$ cat config.mk
export PLATFORM = sky130hd
export DESIGN_NAME = trig_seq_top
export DESIGN_NICKNAME = d
export VERILOG_FILES = /design/src/rtl/trig_seq_pkg.sv /design/src/rtl/trig_seq_cfg.sv /design/src/rtl/trig_seq_cond.sv /design/src/rtl/trig_seq_fsm.sv /design/src/rtl/trig_seq_top.sv
export SDC_FILE = /design/constraint.sdc
export NUM_CORES = 1
export LEC_CHECK = 0
export BUFFER_PORTS_ARGS = -buffer_cell sky130_fd_sc_hd__buf_4
export CORE_MARGIN = 2
export CORE_UTILIZATION = 35
export CTS_BUF_LIST = sky130_fd_sc_hd__clkbuf_8
export DETAILED_ROUTE_END_ITERATION = 10
export PLACE_DENSITY = 0.51
export SKIP_LAST_GASP = 1
export SYNTH_ARGS = -nofsm -noshare
export SYNTH_HDL_FRONTEND = slang
export SYNTH_HIERARCHICAL = 1
export SYNTH_SLANG_ARGS = --single-unit
$ cat constraint.sdc
create_clock -name clk -period 7.2 [get_ports clk]
set_input_delay 1.08 -clock clk [delete_from_list [all_inputs] [get_ports clk]]
set_output_delay 1.08 -clock clk [all_outputs]
set_load 0.05 [all_outputs]
$ cat src/rtl/trig_seq_pkg.sv
`timescale 1ns/1ps
package trig_seq_pkg;

    // Condition codes for bits [2:0] of a clause control word
    typedef enum logic [2:0] {
        C_NEVER  = 3'd0,
        C_ALWAYS = 3'd1,
        C_MATCH  = 3'd2,
        C_RANGE  = 3'd3,
        C_CNT    = 3'd4,
        C_EXT    = 3'd5
    } cond_e;

    // Action codes for bits [6:4] of a clause control word
    typedef enum logic [2:0] {
        A_NONE = 3'd0,
        A_GOTO = 3'd1,
        A_FIRE = 3'd2,
        A_INC  = 3'd3,
        A_CLR  = 3'd4,
        A_ARMO = 3'd5
    } act_e;

    typedef enum logic {
        PH_HUNT = 1'b0,
        PH_DONE = 1'b1
    } phase_e;

    localparam int CTRL_COND_LSB = 0;
    localparam int CTRL_ACT_LSB  = 4;
    localparam int CTRL_TGT_LSB  = 8;

    localparam logic [1:0] F_CTRL = 2'd0;
    localparam logic [1:0] F_VAL  = 2'd1;
    localparam logic [1:0] F_MASK = 2'd2;
    localparam logic [1:0] F_HIGH = 2'd3;

endpackage

$ cat src/rtl/trig_seq_cfg.sv
`timescale 1ns/1ps
module trig_seq_cfg
    import trig_seq_pkg::*;
#(
    parameter int DATA_W  = 16,
    parameter int CNT_W   = 16,
    parameter int SLOTS   = 8,
    parameter int SLOT_W  = 3,
    parameter int STATE_W = 2,
    parameter int ADDR_W  = SLOT_W + 3
) (
    input  logic                              clk,
    input  logic                              rst_n,
    input  logic                              we,
    input  logic [ADDR_W-1:0]                 addr,
    input  logic [31:0]                       wdata,
    output logic [SLOTS-1:0][2:0]             cl_cond,
    output logic [SLOTS-1:0][2:0]             cl_act,
    output logic [SLOTS-1:0][STATE_W-1:0]     cl_tgt,
    output logic [SLOTS-1:0][DATA_W-1:0]      cl_val,
    output logic [SLOTS-1:0][DATA_W-1:0]      cl_mask,
    output logic [SLOTS-1:0][DATA_W-1:0]      cl_high,
    output logic [CNT_W-1:0]                  cnt_limit
);

    logic              is_glob;
    logic [SLOT_W-1:0] wslot;
    logic [1:0]        wfield;
    logic              wdata_unused;

    assign is_glob      = addr[ADDR_W-1];
    assign wslot        = addr[ADDR_W-2:2];
    assign wfield       = addr[1:0];
    assign wdata_unused = ^wdata;

    // Counter limit register
    always_ff @(posedge clk) begin
        if (!rst_n) begin
            cnt_limit <= '0;
        end else if (we && is_glob) begin
            cnt_limit <= wdata[CNT_W-1:0];
        end
    end

    // One register group per clause slot
    for (genvar s = 0; s < SLOTS; s++) begin : g_slot
        logic hit_slot;
        assign hit_slot = we && !is_glob && (wslot == SLOT_W'(s));

        always_ff @(posedge clk) begin
            if (!rst_n) begin
                cl_cond[s] <= C_NEVER;
                cl_act[s]  <= A_NONE;
                cl_tgt[s]  <= '0;
                cl_val[s]  <= '0;
                cl_mask[s] <= '0;
                cl_high[s] <= '0;
            end else if (hit_slot) begin
                unique case (wfield)
                    F_CTRL: begin
                        cl_cond[s] <= wdata[CTRL_COND_LSB +: 3];
                        cl_act[s]  <= wdata[CTRL_ACT_LSB +: 3];
                        cl_tgt[s]  <= wdata[CTRL_TGT_LSB +: STATE_W];
                    end
                    F_VAL:   cl_val[s]  <= wdata[DATA_W-1:0];
                    F_MASK:  cl_mask[s] <= wdata[DATA_W-1:0];
                    F_HIGH:  cl_high[s] <= wdata[DATA_W-1:0];
                    default: ;
                endcase
            end
        end
    end

    // a control-word write is visible in the next cycle
    a_r11_ctrl_lands: assert property (@(posedge clk) disable iff (!rst_n)
        (we && !is_glob && wfield == F_CTRL)
        |=> (cl_cond[$past(wslot)] == $past(wdata[2:0])
             && cl_act[$past(wslot)] == $past(wdata[6:4])));

    // a limit write is visible in the next cycle
    a_r11_limit_lands: assert property (@(posedge clk) disable iff (!rst_n)
        (we && is_glob) |=> (cnt_limit == $past(wdata[CNT_W-1:0])));

endmodule

$ cat src/rtl/trig_seq_cond.sv
`timescale 1ns/1ps
module trig_seq_cond
    import trig_seq_pkg::*;
#(
    parameter int DATA_W = 16
) (
    input  logic [2:0]        kind,
    input  logic [DATA_W-1:0] val,
    input  logic [DATA_W-1:0] mask,
    input  logic [DATA_W-1:0] high,
    input  logic [DATA_W-1:0] data,
    input  logic              ext,
    input  logic              cnt_hit,
    output logic              hit
);

    logic match_ok;
    logic range_ok;

    assign match_ok = ((data ^ val) & mask) == '0;
    assign range_ok = (data >= val) && (data <= high);

    always_comb begin
        unique case (cond_e'(kind))
            C_NEVER:  hit = 1'b0;
            C_ALWAYS: hit = 1'b1;
            C_MATCH:  hit = match_ok;
            C_RANGE:  hit = range_ok;
            C_CNT:    hit = cnt_hit;
            C_EXT:    hit = ext;
            default:  hit = 1'b0;
        endcase
    end

endmodule

$ cat src/rtl/trig_seq_fsm.sv
`timescale 1ns/1ps
module trig_seq_fsm
    import trig_seq_pkg::*;
#(
    parameter int NUM_CLAUSES = 2,
    parameter int STATE_W     = 2,
    parameter int CNT_W       = 16
) (
    input  logic                                clk,
    input  logic                                rst_n,
    input  logic                                arm,
    input  logic [NUM_CLAUSES-1:0]              hit,
    input  logic [NUM_CLAUSES-1:0][2:0]         act,
    input  logic [NUM_CLAUSES-1:0][STATE_W-1:0] tgt,
    output logic [STATE_W-1:0]                  cur_state,
    output logic [CNT_W-1:0]                    cnt_q,
    output logic                                trig_q,
    output logic                                armo_q
);

    localparam logic [CNT_W-1:0] CNT_MAX = '1;

    phase_e                 phase_q;
    logic [NUM_CLAUSES-1:0] sel_oh;
    logic                   found;
    logic [2:0]             sel_act;
    logic [STATE_W-1:0]     sel_tgt;
    logic                   do_goto;
    logic                   do_fire;
    logic                   do_inc;
    logic                   do_clr;
    logic                   do_armo;

    // Lowest-numbered true clause wins
    always_comb begin
        sel_oh = '0;
        found  = 1'b0;
        for (int i = 0; i < NUM_CLAUSES; i++) begin
            if (hit[i] && !found) begin
                sel_oh[i] = 1'b1;
                found     = 1'b1;
            end
        end
    end

    always_comb begin
        sel_act = '0;
        sel_tgt = '0;
        for (int i = 0; i < NUM_CLAUSES; i++) begin
            sel_act = sel_act | (act[i] & {3{sel_oh[i]}});
            sel_tgt = sel_tgt | (tgt[i] & {STATE_W{sel_oh[i]}});
        end
    end

    always_comb begin
        do_goto = 1'b0;
        do_fire = 1'b0;
        do_inc  = 1'b0;
        do_clr  = 1'b0;
        do_armo = 1'b0;
        unique case (act_e'(sel_act))
            A_NONE:  ;
            A_GOTO:  do_goto = 1'b1;
            A_FIRE:  do_fire = 1'b1;
            A_INC:   do_inc  = 1'b1;
            A_CLR:   do_clr  = 1'b1;
            A_ARMO:  do_armo = 1'b1;
            default: ;
        endcase
    end

    // State register process: phase, sequence state and counter
    always_ff @(posedge clk) begin
        if (!rst_n || arm) begin
            phase_q   <= PH_HUNT;
            cur_state <= '0;
            cnt_q     <= '0;
        end else begin
            unique case (phase_q)
                PH_HUNT: begin
                    if (do_fire) phase_q <= PH_DONE;
                    if (do_goto) cur_state <= sel_tgt;
                    if (do_inc && cnt_q != CNT_MAX) cnt_q <= cnt_q + 1'b1;
                    if (do_clr) cnt_q <= '0;
                end
                PH_DONE: ;
                default: phase_q <= PH_HUNT;
            endcase
        end
    end

    // Output process: trigger and arm-out levels
    always_ff @(posedge clk) begin
        if (!rst_n || arm) begin
            trig_q <= 1'b0;
            armo_q <= 1'b0;
        end else begin
            unique case (phase_q)
                PH_HUNT: begin
                    if (do_fire) trig_q <= 1'b1;
                    if (do_armo) armo_q <= 1'b1;
                end
                PH_DONE: ;
                default: trig_q <= 1'b0;
            endcase
        end
    end

    // at most one clause is chosen per cycle
    a_r6_single_pick: assert property (@(posedge clk) disable iff (!rst_n)
        $onehot0(sel_oh));

    // a true clause always yields a pick
    a_r6_pick_on_hit: assert property (@(posedge clk) disable iff (!rst_n)
        (|hit) |-> (|sel_oh));

    // trigger holds until arm
    a_r8_trig_hold: assert property (@(posedge clk) disable iff (!rst_n)
        (trig_q && !arm) |=> trig_q);

    // nothing moves after the trigger
    a_r8_frozen: assert property (@(posedge clk) disable iff (!rst_n)
        (phase_q == PH_DONE && !arm) |=> ($stable(cur_state) && $stable(cnt_q)));

    // trigger level tracks the done phase
    a_r8_trig_phase: assert property (@(posedge clk) disable iff (!rst_n)
        trig_q == (phase_q == PH_DONE));

    // arm restarts everything
    a_r10_arm_restart: assert property (@(posedge clk) disable iff (!rst_n)
        arm |=> (!trig_q && !armo_q && cur_state == '0 && cnt_q == '0));

    // the counter never wraps
    a_r5_cnt_no_wrap: assert property (@(posedge clk) disable iff (!rst_n)
        (!arm && !do_clr) |=> (cnt_q >= $past(cnt_q)));

endmodule

$ cat src/rtl/trig_seq_top.sv
`timescale 1ns/1ps
module trig_seq_top
    import trig_seq_pkg::*;
#(
    parameter int DATA_W      = 16,
    parameter int NUM_STATES  = 4,
    parameter int NUM_CLAUSES = 2,
    parameter int CNT_W       = 16,
    localparam int STATE_W    = (NUM_STATES > 1) ? $clog2(NUM_STATES) : 1,
    localparam int SLOTS      = NUM_STATES * NUM_CLAUSES,
    localparam int SLOT_W     = (SLOTS > 1) ? $clog2(SLOTS) : 1,
    localparam int ADDR_W     = SLOT_W + 3
) (
    input  logic              clk,
    input  logic              rst_n,
    input  logic              arm,
    input  logic [DATA_W-1:0] samp_data,
    input  logic              ext_arm_in,
    input  logic              cfg_we,
    input  logic [ADDR_W-1:0] cfg_addr,
    input  logic [31:0]       cfg_wdata,
    output logic              trig_out,
    output logic              arm_out
);

    logic [SLOTS-1:0][2:0]                 cfg_cond;
    logic [SLOTS-1:0][2:0]                 cfg_act;
    logic [SLOTS-1:0][STATE_W-1:0]         cfg_tgt;
    logic [SLOTS-1:0][DATA_W-1:0]          cfg_val;
    logic [SLOTS-1:0][DATA_W-1:0]          cfg_mask;
    logic [SLOTS-1:0][DATA_W-1:0]          cfg_high;
    logic [CNT_W-1:0]                      cnt_limit;

    logic [DATA_W-1:0]                     samp_q;
    logic                                  ext_q;
    logic [STATE_W-1:0]                    cur_state;
    logic [CNT_W-1:0]                      cnt_q;
    logic                                  cnt_hit;
    logic [NUM_CLAUSES-1:0]                cl_hit;
    logic [NUM_CLAUSES-1:0][2:0]           cl_act;
    logic [NUM_CLAUSES-1:0][STATE_W-1:0]   cl_tgt;

    trig_seq_cfg #(
        .DATA_W  (DATA_W),
        .CNT_W   (CNT_W),
        .SLOTS   (SLOTS),
        .SLOT_W  (SLOT_W),
        .STATE_W (STATE_W),
        .ADDR_W  (ADDR_W)
    ) i_cfg (
        .clk       (clk),
        .rst_n     (rst_n),
        .we        (cfg_we),
        .addr      (cfg_addr),
        .wdata     (cfg_wdata),
        .cl_cond   (cfg_cond),
        .cl_act    (cfg_act),
        .cl_tgt    (cfg_tgt),
        .cl_val    (cfg_val),
        .cl_mask   (cfg_mask),
        .cl_high   (cfg_high),
        .cnt_limit (cnt_limit)
    );

    // Sample stage: one cycle of latency before evaluation
    always_ff @(posedge clk) begin
        if (!rst_n) begin
            samp_q <= '0;
            ext_q  <= 1'b0;
        end else begin
            samp_q <= samp_data;
            ext_q  <= ext_arm_in;
        end
    end

    assign cnt_hit = (cnt_q >= cnt_limit);

    // One evaluator per clause of the current state
    for (genvar c = 0; c < NUM_CLAUSES; c++) begin : g_clause
        logic [SLOT_W-1:0] slot_idx;
        assign slot_idx  = SLOT_W'(int'(cur_state) * NUM_CLAUSES + c);
        assign cl_act[c] = cfg_act[slot_idx];
        assign cl_tgt[c] = cfg_tgt[slot_idx];

        trig_seq_cond #(
            .DATA_W (DATA_W)
        ) i_cond (
            .kind    (cfg_cond[slot_idx]),
            .val     (cfg_val[slot_idx]),
            .mask    (cfg_mask[slot_idx]),
            .high    (cfg_high[slot_idx]),
            .data    (samp_q),
            .ext     (ext_q),
            .cnt_hit (cnt_hit),
            .hit     (cl_hit[c])
        );
    end

    trig_seq_fsm #(
        .NUM_CLAUSES (NUM_CLAUSES),
        .STATE_W     (STATE_W),
        .CNT_W       (CNT_W)
    ) i_fsm (
        .clk       (clk),
        .rst_n     (rst_n),
        .arm       (arm),
        .hit       (cl_hit),
        .act       (cl_act),
        .tgt       (cl_tgt),
        .cur_state (cur_state),
        .cnt_q     (cnt_q),
        .trig_q    (trig_out),
        .armo_q    (arm_out)
    );

    // the trigger can only rise one edge after a sample is taken
    a_r9_no_early_fire: assert property (@(posedge clk) disable iff (!rst_n)
        (!trig_out && !arm && $stable(samp_q) && (cl_hit == '0)) |=> !trig_out);

endmodule

; Word level (Yosys, flattened, before mapping)
; Index checks and enable logic that the tools add are counted.
; Widths: inputs -> output; s select.
[classes]
add_sub_neg = 2
order_cmp = 7
eq_ne = 26
muxes = 37
bitwise_logic = 11
n_reduce_logical = 59
[ops]
columns = cell, n
row1 = $bmux 16 s3, 3
row2 = $mux 16, 8
row3 = $bmux 16 s2, 3
row4 = $reduce_and 2->1, 36
row5 = $ge 16x16->1, 3
row6 = $and 16x16->16, 2
row7 = $le 16x16->1, 2
row8 = $logic_not 16->1, 2
row9 = $xor 16x16->16, 2
row10 = $eq 3x3->1 const B, 10
row11 = $eq 3x2->1 const B, 8
row12 = $bmux 3 s3, 2
row13 = $add 16x1->16 const B, 1
row14 = $ne 16x16->1 const B, 1
row15 = $logic_and 1x1->1, 14
row16 = $bmux 3 s2, 2
row17 = $eq 3x1->1 const B, 4
row18 = $mux 3, 4
row19 = $pmux 1 s5, 2
row20 = $mux 1, 9
row21 = $lt 3x4->1 const B, 2
row22 = $and 3x3->3, 2
row23 = $bmux 2 s3, 1
row24 = $and 2x2->2, 2
row25 = other kinds (13), 17
[totals]
register_bits = 502
word_cells = 198

; Depth between registers and ports, before layout
; Gate-level depths: netlist (run 1).
[depth]
depth_word = 17
depth_mapped = 19
ltp_nobuf = 15

; Cells and area by module
; Netlist (run 1), hierarchy kept.
[by_module_without_submodules]
columns = mod, instances, cells_each, area_per_inst_um2
row1 = trig_seq_cfg, 1, 1606, 16773.6
row2 = trig_seq_top, 1, 228, 3634.7
row3 = trig_seq_cond, 2, 143, 972.2
row4 = trig_seq_fsm, 1, 160, 1295.0

; Worst setup path before layout (run 1)
; OpenSTA, ideal clock, no wires.
[synth_path]
kind = flip-flop to flip-flop
start = register i_fsm.cur_state[0]
end = register i_fsm.cnt_q[5]
setup_time_ns = 0.074
arrival_ns = 3.703
path_slack_ns = 3.422
stages_incl_launch_ff = 18
period_less_slack_ns = 3.778
cell_sequence = dfxtp_1 -> buf_6 -> buf_12 -> buf_12 -> mux4_2 -> ha_1 -> nor2_1 -> a21oi_1 -> o21ai_1 -> a2111oi_1 -> nor4_1 -> o21ai_1 -> and2b_2 -> a221o_1 -> buf_6 -> nand2_4 -> or4_1 -> a31oi_1
[synth_via]
word_cells_on_any_way = 60
cone_classes = add/sub (1) / order compare (4) / eq/ne (12) / mux (27) / bitwise (7) / reduce/logical (9)
[synth_lines]
columns = element, line
row1 = "start, declared", trig_seq_fsm.sv:15  ; output logic [STATE_W-1:0] cur_state,
row2 = "start signal, assigned", trig_seq_fsm.sv:82  ; if (do_goto) cur_state <= sel_tgt;
row3 = $add 3x1->3 *, trig_seq_top.sv:81  ; assign slot_idx = SLOT_W'(int'(cur_state) * NUM_CLAUSES + c);
row4 = branches (longest 5 deep; another with $ge 16x16->1), --
row5 = $pmux 1 s5 *, trig_seq_cond.sv:24  ; unique case (cond_e'(kind))
row6 = net cl_hit[1], trig_seq_top.sv:39  ; logic [NUM_CLAUSES-1:0] cl_hit;
row7 = $logic_and 1x1->1 *, trig_seq_fsm.sv:39  ; if (hit[i] && !found) begin
row8 = $mux 1 *, trig_seq_fsm.sv:39
row9 = $and 3x3->3 *, trig_seq_fsm.sv:50  ; sel_act = sel_act | (act[i] & {3{sel_oh[i]}});
row10 = $or 3x3->3 *, trig_seq_fsm.sv:50
row11 = $eq 3x2->1, trig_seq_fsm.sv:61  ; unique case (act_e'(sel_act))
row12 = $mux 1, trig_seq_fsm.sv:61
row13 = $logic_and 1x1->1, trig_seq_fsm.sv:83  ; if (do_inc && cnt_q != CNT_MAX) cnt_q <= cnt_q + 1'b1;
row14 = $reduce_bool 2->1 (no source line), --
row15 = $reduce_and 2->1 (no source line), --
row16 = "end signal, assigned", trig_seq_fsm.sv:83
row17 = "end, declared", trig_seq_fsm.sv:16  ; output logic [CNT_W-1:0] cnt_q,
; Mark *: on every way through the listed nets, which the timed path passes. The select of a mux whose other input is x is not followed.
; A chain may end at the register's enable or synchronous reset.

; Worst setup path in the final report (run 1)
; Ends and elaborated chain as after synthesis.

==> flow_summary.json, run 1 <==
{
  "status": "finished clean",
  "ant_nets": 0,
  "ys_seq_area_share_pct": 42.5,
  "route.met2.wl_mm": 31.2,
  "cts_setup_buffers": 0,
  "async_flop_share_pct": 0,
  "period_minus_slack_ps": 5570,
  "syn-num-nets": 2420,
  "register_area_um2": 10100,
  "synth_common_cells": "537 x nand2_1, 502 x dfxtp_1, 451 x mux2i_1, 112 x inv_1, 112 x mux4_2",
  "drc": 0,
  "worst-endpoint-required_ps": 7790,
  "highest_layer": "met5",
  "clock_tree.root_cell": "clkbuf_8",
  "post_cts_resize_count": 0,
  "vias": 16600,
  "hpwl_mm": 40.5,
  "initial_core_util_pct": 35.3,
  "antenna_found_initial": 6,
  "place_congestion": 0.788,
  "synth.most_common_cell": "nand2_1",
  "fin_tns_setup_ps": 0,
  "max_cap_viol_count": 0,
  "ctsHtreeMaxLevel": 3,
  "min_period_over_period_pct": 77.4,
  "synth.avg_cell_area_um2": 10.4,
  "powerDensity_nw_per_um2": 221,
  "setup_ws_ps": 1630,
  "overflow": 0,
  "switching_share_pct": 24.4,
  "hold_path_class": "reg2reg",
  "crit_arrival_ps": 6160,
  "slowest_stage": "dfxtp_4",
  "r2r_setup_slack_ps": 1630,
  "seq_power_share_pct": 48.5,
  "ys_ff_latch": 502,
  "coreArea_um2": 67000,
  "fillCellCount": 6594,
  "syn_inst": 2280,
  "wl_met1_mm": 29.5,
  "wl_per_cell_um": 20.2,
  "drt_iter0_markers": 1117,
  "power_switching_mw": 1.42,
  "cts_tree": "yes",
  "dr_wl_met3_mm": 2.95,
  "grt_pass1_wl_mm": 101,
  "layout.nets": 2427,
  "grt_pass1_vias": 17200,
  "path_cells": "buf_12 -> buf_12 -> mux4_2 -> inv_1 -> ha_1 -> nor2b_1 -> o211ai_1 -> a2111oi_1 -> nor3_1 -> a31oi_1 -> o21ai_1 -> nand4bb_1 -> a22oi_2 -> nand2_1 -> or4_1 -> a31oi_1",
  "ys.flop_type": "dfxtp_1",
  "portBuffers": 44,
  "synth.distinct_cells": 72,
  "grt_use_total_pct": 18.7,
  "drive_gt1_share_pct": 15.8,
  "leakage_nw": 11.1,
  "crit_type": "reg2reg",
  "pre_cts_ws_ps": 1640,
  "p_clk_share_pct": 46.6,
  "die_h_um": 264,
  "numCtsBuffers": 88,
  "std_cell_rows": 95,
  "cts.sinks": 502,
  "final_util_pct": 39.4,
  "clk_pin_slew_ps": 60,
  "grt_max_degree": 256,
  "worst_slew_pin_slew_ps": 1420,
  "finClkSkew_ps": 31.3,
  "cp-start-kind": "flop",
  "netlist.area_leader.share_pct": 42.5,
  "maxSlewHeadroom_pct": 5.35,
  "netlist_top_cells_area": "dfxtp_1 42%, mux2i_1 19%, mux4_2 11%",
  "ctsHoldBuffers": 0,
  "area_growth_syn_to_layout_pct": 11.6,
  "multi_input_area_um2": 12300,
  "synth_area_leader_cell": "dfxtp_1",
  "ir_drop_uv": 120,
  "fmax_mhz": 180,
  "clock_tree.buffer_depth": 3,
  "max_stage_delay_ps": 740,
  "p_int_mw": 4.41,
  "cp_max_fo": 29,
  "synth_enable_flop_cells": 0,
  "pin_count": 61,
  "combPwrFrac_pct": 4.9,
  "netlist_area_um2": 23600,
  "rsz0062_at_grt": "no",
  "die_area_um2": 69700,
  "setup_viol_count_final": 0,
  "routed_wl_mm": 65.4,
  "worstSkewPairLatency_ps": 680,
  "yosys_warnings": 6,
  "report.final.slew_viol_count": 0,
  "hold_viol_final": 0,
  "end_kind": "flop",
  "viasPerCell": 5.14,
  "p_total_mw": 5.83,
  "dieWidth_um": 264,
  "drtPass1Iterations": 5
}
## cells in the final DEF (no fill, tap or decap), types with 8 or more instances in the layout
cell type,count
o22ai_1,12
inv_1,140
a21oi_1,36
nor2b_1,12
nor2_1,16
buf_4,75
clkbuf_8,124
nand3_2,8
a21boi_0,16
nor2_2,8
a31oi_1,9
nand3_1,18
o21ai_0,12
dfxtp_1,500
mux2i_1,451
nand4_1,20
nor3_1,11
o21ai_1,9
nand2_1,537
ha_1,81
and2_1,23
mux4_2,112
## routing by layer
| metal | track usage, % | vias to the layer above |
|---|---|---|
| li1 | - | 7967 |
| met4 | 6.57 | 6 |
| met3 | 3.50 | 105 |
| met5 | 0 | - |
| met1 | 23.9 | 8231 |
| met2 | 31.6 | 306 |
## power groups by stage
| stage | clock, mW | combinational (mW) | sequential [mW] |
|---|---|---|---|
| 2_1_floorplan | 0 | 0.184 | 2.87 |
| 3_3_place_gp | 0 | 0.279 | 2.89 |
| 3_5_place_dp | 0 | 0.285 | 2.89 |
| 4_1_cts | 2.80 | 0.286 | 2.83 |
| 5_1_grt | 2.93 | 0.310 | 2.83 |
| 6_report | 2.72 | 0.285 | 2.83 |
## metrics by stage
stage	hold slack, ps	std cells	instance area (um2)
global route	468	3232	26400
detailed placement	444	3070	24500
floorplan	432	2280	23600
finish	450	3233	26400
global placement	439	3070	24500
CTS	456	3231	26400
## registers in the layout, summed over array words and instances (netlist names)
| signal | flops |
|---|---|
| ext_q | 1 |
| i_cfg/cl_act | 24 |
| i_cfg/cl_cond | 24 |
| i_cfg/cl_high | 128 |
| i_cfg/cl_mask | 128 |
| i_cfg/cl_tgt | 16 |
| i_cfg/cl_val | 128 |
| i_cfg/cnt_limit | 16 |
| i_fsm/armo_q | 1 |
| i_fsm/cnt_q | 16 |
| i_fsm/cur_state | 2 |
| i_fsm/phase_q | 1 |
| i_fsm/trig_q | 1 |
| samp_q | 16 |
## cell families after synthesis
group | after synthesis | share of synthesized area (%)
AOI/OAI and AO/OA | 143 | 4.10
adders and majority gates | 81 | 4.29
buffers and inverters | 275 | 5.62
DFF | 502 | 42.5
muxes | 563 | 29.8
and+or+nand+nor | 716 | 13.7
## cell type report
class	count	share of cell area [%]
diodes	2	0.0190
clock buffers	124	6.47
clock inverters	37	0.598
inverters	112	1.59
multi-input cells	1503	46.6
flip-flops and latches	502	38.1
well taps	873	4.14
repair buffers	80	2.49
## worst paths after layout
| path | from | cells after the start | end |
|---|---|---|---|
| max | i_fsm/cur_state[0] | 16 | i_fsm/cnt_q[5] |
| max reg2reg | i_fsm/cur_state[0] | 16 | i_fsm/cnt_q[5] |
| min | i_cfg/cl_high[115] | 2 | i_cfg/cl_high[115] |
| min reg2reg | i_cfg/cl_high[115] | 2 | i_cfg/cl_high[115] |
## worst max-delay path, delay by kind of cell (launching register included)
| kind | cells | cell delay (ps) |
|---|---|---|
| multiplexers | 1 | 530 |
| adder cells (fa/ha/maj) | 1 | 230 |
| flip-flops | 1 | 740 |
| AO/OA/AOI/OAI | 6 | 1880 |
| buffers and inverters | 3 | 690 |
| AND/OR/NAND/NOR | 5 | 1350 |
Note: power is estimated with default switching activity, not from simulation.
==> inputs of run 2 (changes only) <==
- clock period: 7.2 -> 5.2 ns (I/O delays scaled with it)
==> flow_summary.json, run 2 (synthesis gave the netlist of run 1 again) <==
{
  "pin_count": 61,
  "top_usage_layer": "met2",
  "crit_arrival_ps": 5230,
  "maxSlewHeadroom_pct": 16.0,
  "drive_gt1_share_pct": 15.8,
  "layout_commonest_cell": "nand2_1",
  "cts_tree": "yes",
  "hold_viol_final": 0,
  "vias": 16700,
  "area_growth_syn_to_layout_pct": 11.6,
  "worstSkewPairLatency_ps": 690,
  "drtPass1Iterations": 5,
  "ctsHtreeMaxLevel": 3,
  "crit_type": "reg2reg",
  "worst-endpoint-required_ps": 5780,
  "powerDensity_nw_per_um2": 300,
  "antenna_found_initial": 7,
  "routed_wl_mm": 65.4,
  "fin_cells": 3236,
  "cp_max_fo": 23,
  "cts_setup_buffers": 0,
  "overflow": 0,
  "r2r_setup_slack_ps": 560,
  "drc": 0,
  "holdCritStartpoint": "samp_data[7]",
  "die_area_um2": 69700,
  "final_util_pct": 39.3,
  "cp-start-kind": "flop",
  "max_cap_viol_count": 0,
  "clock_tree.root_cell": "clkbuf_8",
  "clk_pin_slew_ps": 60,
  "final_cell_mix": "537 x nand2_1, 500 x dfxtp_1, 451 x mux2i_1",
  "layout.nets": 2438,
  "leakage_nw": 11.1,
  "die_h_um": 264,
  "switching_share_pct": 25.1,
  "largest_registers": "i_cfg/cl_high: 128 flops, i_cfg/cl_mask: 128 flops, i_cfg/cl_val: 128 flops",
  "std_cell_rows": 95,
  "hpwl_mm": 41.3,
  "initial_core_util_pct": 35.3,
  "p_clk_share_pct": 45.6,
  "portBuffers": 44,
  "clock_tree.buffer_depth": 3,
  "min_path_cells": 2,
  "numCtsBuffers": 89,
  "hold_path_class": "in2reg",
  "setup_viol_count_final": 0,
  "coreArea_um2": 67000,
  "viasPerCell": 5.15,
  "rsz0062_at_grt": "no",
  "ir_drop_uv": 158,
  "drt_iter0_markers": 987,
  "place_inst": 3080,
  "r2r_start": "i_fsm/cur_state[0]",
  "p_int_mw": 5.93,
  "cts.sinks": 502,
  "fmax_mhz": 215,
  "status": "finished clean",
  "seq_power_share_pct": 49.4,
  "grt_max_degree": 165,
  "grt_pass1_vias": 17100,
  "fin_tns_setup_ps": 0,
  "report.final.slew_viol_count": 0,
  "grt_use_met1_pct": 23.9,
  "end_kind": "flop",
  "met3_usage_pct": 3.39,
  "ctsHoldBuffers": 0,
  "met2_usage_pct": 32.2,
  "ant_nets": 0,
  "finClkSkew_ps": 26.8,
  "post_cts_resize_count": 0,
  "worstReg2RegEnd": "i_fsm/cnt_q[5]",
  "grt_use_total_pct": 18.8,
  "whs_endpoint": "samp_q[7]",
  "place_congestion": 0.823,
  "grt_pass1_wl_mm": 101,
  "r2r_cells": 15,
  "worst_slew_pin_slew_ps": 1260,
  "period_minus_slack_ps": 4640,
  "power_switching_mw": 1.98,
  "dieWidth_um": 264,
  "combPwrFrac_pct": 5.0,
  "min_period_over_period_pct": 89.3,
  "wl_per_cell_um": 20.2
}
run 2: changes by cell type in the layout (fill, tap and decap cells not counted), sizes merged:
cell      delta
bufinv       +1
clkinvlp     +1
inv          +5
buf         +10
diode        -1
clkbuf      -15
clkinv       +2
run 2: worst max-delay path by stage:
stage                endpoint  cells after the start  slack [ps]          startpoint
6_report       i_fsm/cnt_q[5]                     15         560  i_fsm/cur_state[0]
5_1_grt        i_fsm/cnt_q[5]                     16         300  i_fsm/cur_state[0]
4_1_cts        i_fsm/cnt_q[5]                     15         550  i_fsm/cur_state[0]
3_5_place_dp   i_fsm/cnt_q[5]                     16         590  i_fsm/cur_state[0]
3_3_place_gp   i_fsm/cnt_q[1]                     17         620  i_fsm/cur_state[0]
2_1_floorplan  i_fsm/cnt_q[5]                     17        1420  i_fsm/cur_state[0]
run 2: per-stage QoR:
step	setup WS (ps)	instance area [um2]	total power, mW	hold WS, ps
after global placement	620	24600	4.39	439
after global routing	298	26400	8.23	280
after detailed placement	590	24600	4.39	445
final	555	26400	7.92	312
after floorplan	1420	23600	4.23	432
after CTS	554	26400	8.03	255
run 2: area by class of cell:
| class | count | area [um2] |
|---|---|---|
| fill | 6552 | 40700 |
| inverter | 112 | 420 |
| timing repair buffer | 90 | 783 |
| multi-input combinational | 1503 | 12300 |
| tap | 873 | 1090 |
| clock inverter | 46 | 236 |
| sequential | 502 | 10100 |
| antenna | 1 | 2.50 |
| clock buffer | 109 | 1500 |
run 2: worst max-delay path, stage by stage (launching register included):
cell	delay, ps
dfxtp_4	380
buf_12	250
buf_12	220
mux4_2	520
ha_1	320
nor2_1	50
a21oi_1	150
o21ai_1	90
a2111oi_1	390
nor4_1	80
o21ai_1	700
nand4bb_1	250
a22oi_2	300
nand2_1	180
or4_1	490
a31oi_1	170
run 2: routing by layer:
metal / vias to the layer above / routed length, um
met5: - / 58
met4: 8 / 1540
met3: 96 / 2960
met2: 343 / 31600
met1: 8227 / 29200
li1: 7990 / -
run 2: power groups by stage:
stage / combinational (mW) / sequential, mW / clock (mW)
after global placement: 0.389 / 4.00 / 0
after detailed placement: 0.396 / 4.00 / 0
after floorplan: 0.255 / 3.97 / 0
after global routing: 0.430 / 3.91 / 3.89
after CTS: 0.397 / 3.91 / 3.72
final: 0.394 / 3.91 / 3.61
==> inputs of run 3 (changes only) <==
- CORE_ASPECT_RATIO: default -> 2
- CORE_MARGIN: 2 -> default
==> flow_summary.json, run 3 (synthesis gave the netlist of run 1 again) <==
{
  "p_int_mw": 5.56,
  "viasPerCell": 5.17,
  "fin_tns_setup_ps": 0,
  "slowest_stage": "mux4_2",
  "crit_top_cell": "o21ai_1",
  "largest_registers": "i_cfg/cl_high: 128 flops, i_cfg/cl_mask: 128 flops, i_cfg/cl_val: 128 flops",
  "die_area_um2": 68700,
  "dieWidth_um": 186,
  "place_inst": 3090,
  "highest_layer": "met4",
  "holdCritStartpoint": "samp_data[6]",
  "final_area_um2": 26100,
  "drt_iter0_markers": 887,
  "setup_ws_ps": 515,
  "drc": 0,
  "maxSlewHeadroom_pct": 18.3,
  "wl_per_cell_um": 20.7,
  "clock_tree.buffer_depth": 3,
  "period_minus_slack_ps": 4690,
  "fmax_mhz": 213,
  "hpwl_mm": 44.6,
  "r2r_cells": 14,
  "power_switching_mw": 1.89,
  "hold_viol_final": 0,
  "powerDensity_nw_per_um2": 286,
  "pre_cts_ws_ps": 507,
  "cp.depth": 14,
  "final_cell_mix": "537 x nand2_1, 500 x dfxtp_1, 451 x mux2i_1",
  "ctsHtreeMaxLevel": 3,
  "fin_cells": 3226,
  "cts_setup_buffers": 0,
  "crit_arrival_ps": 5250,
  "layout_commonest_cell": "nand2_1",
  "vias": 16700,
  "seq_power_share_pct": 52.5,
  "place_congestion": 0.823,
  "area_growth_syn_to_layout_pct": 10.2,
  "grt_max_degree": 260,
  "setup_viol_count_final": 0,
  "numCtsBuffers": 75,
  "wl_met1_mm": 26.3,
  "rsz0062_at_grt": "no",
  "r2r_start": "i_fsm/cur_state[0]",
  "min_path_cells": 2,
  "p_clk_share_pct": 42.2,
  "coreArea_um2": 66700,
  "end_kind": "flop",
  "timing.hold.ws_ps": 335,
  "worst-path-buf-inv": 1,
  "combPwrFrac_pct": 5.3,
  "status": "finished clean",
  "routed_wl_mm": 66.8,
  "max_cap_viol_count": 0,
  "path_cells": "buf_12 -> mux4_2 -> ha_1 -> nor2_1 -> a21oi_1 -> o21ai_1 -> a2111oi_1 -> nor4_1 -> o21ai_1 -> and2b_2 -> a221o_1 -> nand2_4 -> or4_1 -> a31oi_1",
  "post_cts_resize_count": 0,
  "leakage_nw": 10.9,
  "min_period_over_period_pct": 90.1,
  "pin_count": 61,
  "route.met2.wl_mm": 35.5,
  "crit_type": "reg2reg",
  "grt_use_total_pct": 20.0,
  "cts.sinks": 502,
  "portBuffers": 44,
  "finClkSkew_ps": 14.3,
  "critPathLaunch": "i_fsm/cur_state[0]",
  "place_area_um2": 24600,
  "dr_wl_met3_mm": 2.21,
  "worstSkewPairLatency_ps": 650,
  "cts_tree": "yes",
  "ctsHoldBuffers": 0,
  "initial_core_util_pct": 35.4,
  "drtPass1Iterations": 5,
  "overflow": 0,
  "ant_nets": 0,
  "report.final.slew_viol_count": 0,
  "worst-endpoint-required_ps": 5760,
  "switching_share_pct": 25.4,
  "hold_path_class": "in2reg",
  "max_stage_delay_ps": 580,
  "cp-start-kind": "flop",
  "layout.nets": 2423,
  "ir_drop_uv": 143,
  "std_cell_rows": 134,
  "die_h_um": 370,
  "worst_slew_pin_slew_ps": 1220,
  "crit_family": "compound AO/OA/AOI/OAI gates",
  "cp_max_fo": 52,
  "clock_tree.root_cell": "clkbuf_8",
  "antenna_found_initial": 3,
  "grt_pass1_vias": 17800,
  "clk_pin_slew_ps": 60,
  "grt_pass1_wl_mm": 103,
  "drive_gt1_share_pct": 14.8
}
run 3: changes by cell type in the layout (fill, tap and decap cells not counted), moves of 2 or more:
cell	before	now
inv_1	143	146
clkinv_2	8	6
clkbuf_8	109	86
diode_2	1	3
run 3: final cells by class:
cell class / count / area [um2]
multi-input cells: 1503 / 12300
diodes: 3 / 7.51
repair buffers: 89 / 763
clock inverters: 47 / 234
inverters: 112 / 420
well taps: 884 / 1110
flip-flops and latches: 502 / 10100
clock buffers: 86 / 1180
fillers: 6640 / 40700
run 3: routing by layer:
metal / up-vias / GRT usage, %
met4: 0 / 9.60
met5: - / 0
met2: 340 / 37.2
li1: 7943 / -
met3: 125 / 2.59
met1: 8264 / 21.9
run 3: worst paths after layout:
kind	to	slack, ps
setup / recovery	i_fsm/cnt_q[3]	510
hold / removal	samp_q[6]	340
setup reg to reg	i_fsm/cnt_q[3]	510
hold reg to reg	i_cfg/cl_high[77]	450
run 3: power groups by stage:
stage	registers [mW]	logic, mW	clock network (mW)
CTS	3.91	0.401	3.26
global placement	3.99	0.390	0
finish	3.91	0.397	3.14
global route	3.91	0.433	3.41
detailed placement	4.00	0.400	0
floorplan	3.97	0.255	0
run 3: stage by stage:
stage / utilization, % / power, mW
after floorplan: - / 4.23
after detailed placement: 36.9 / 4.40
final: 39.1 / 7.44
after global routing: 39.1 / 7.75
after global placement: 36.9 / 4.38
after CTS: 39.0 / 7.57
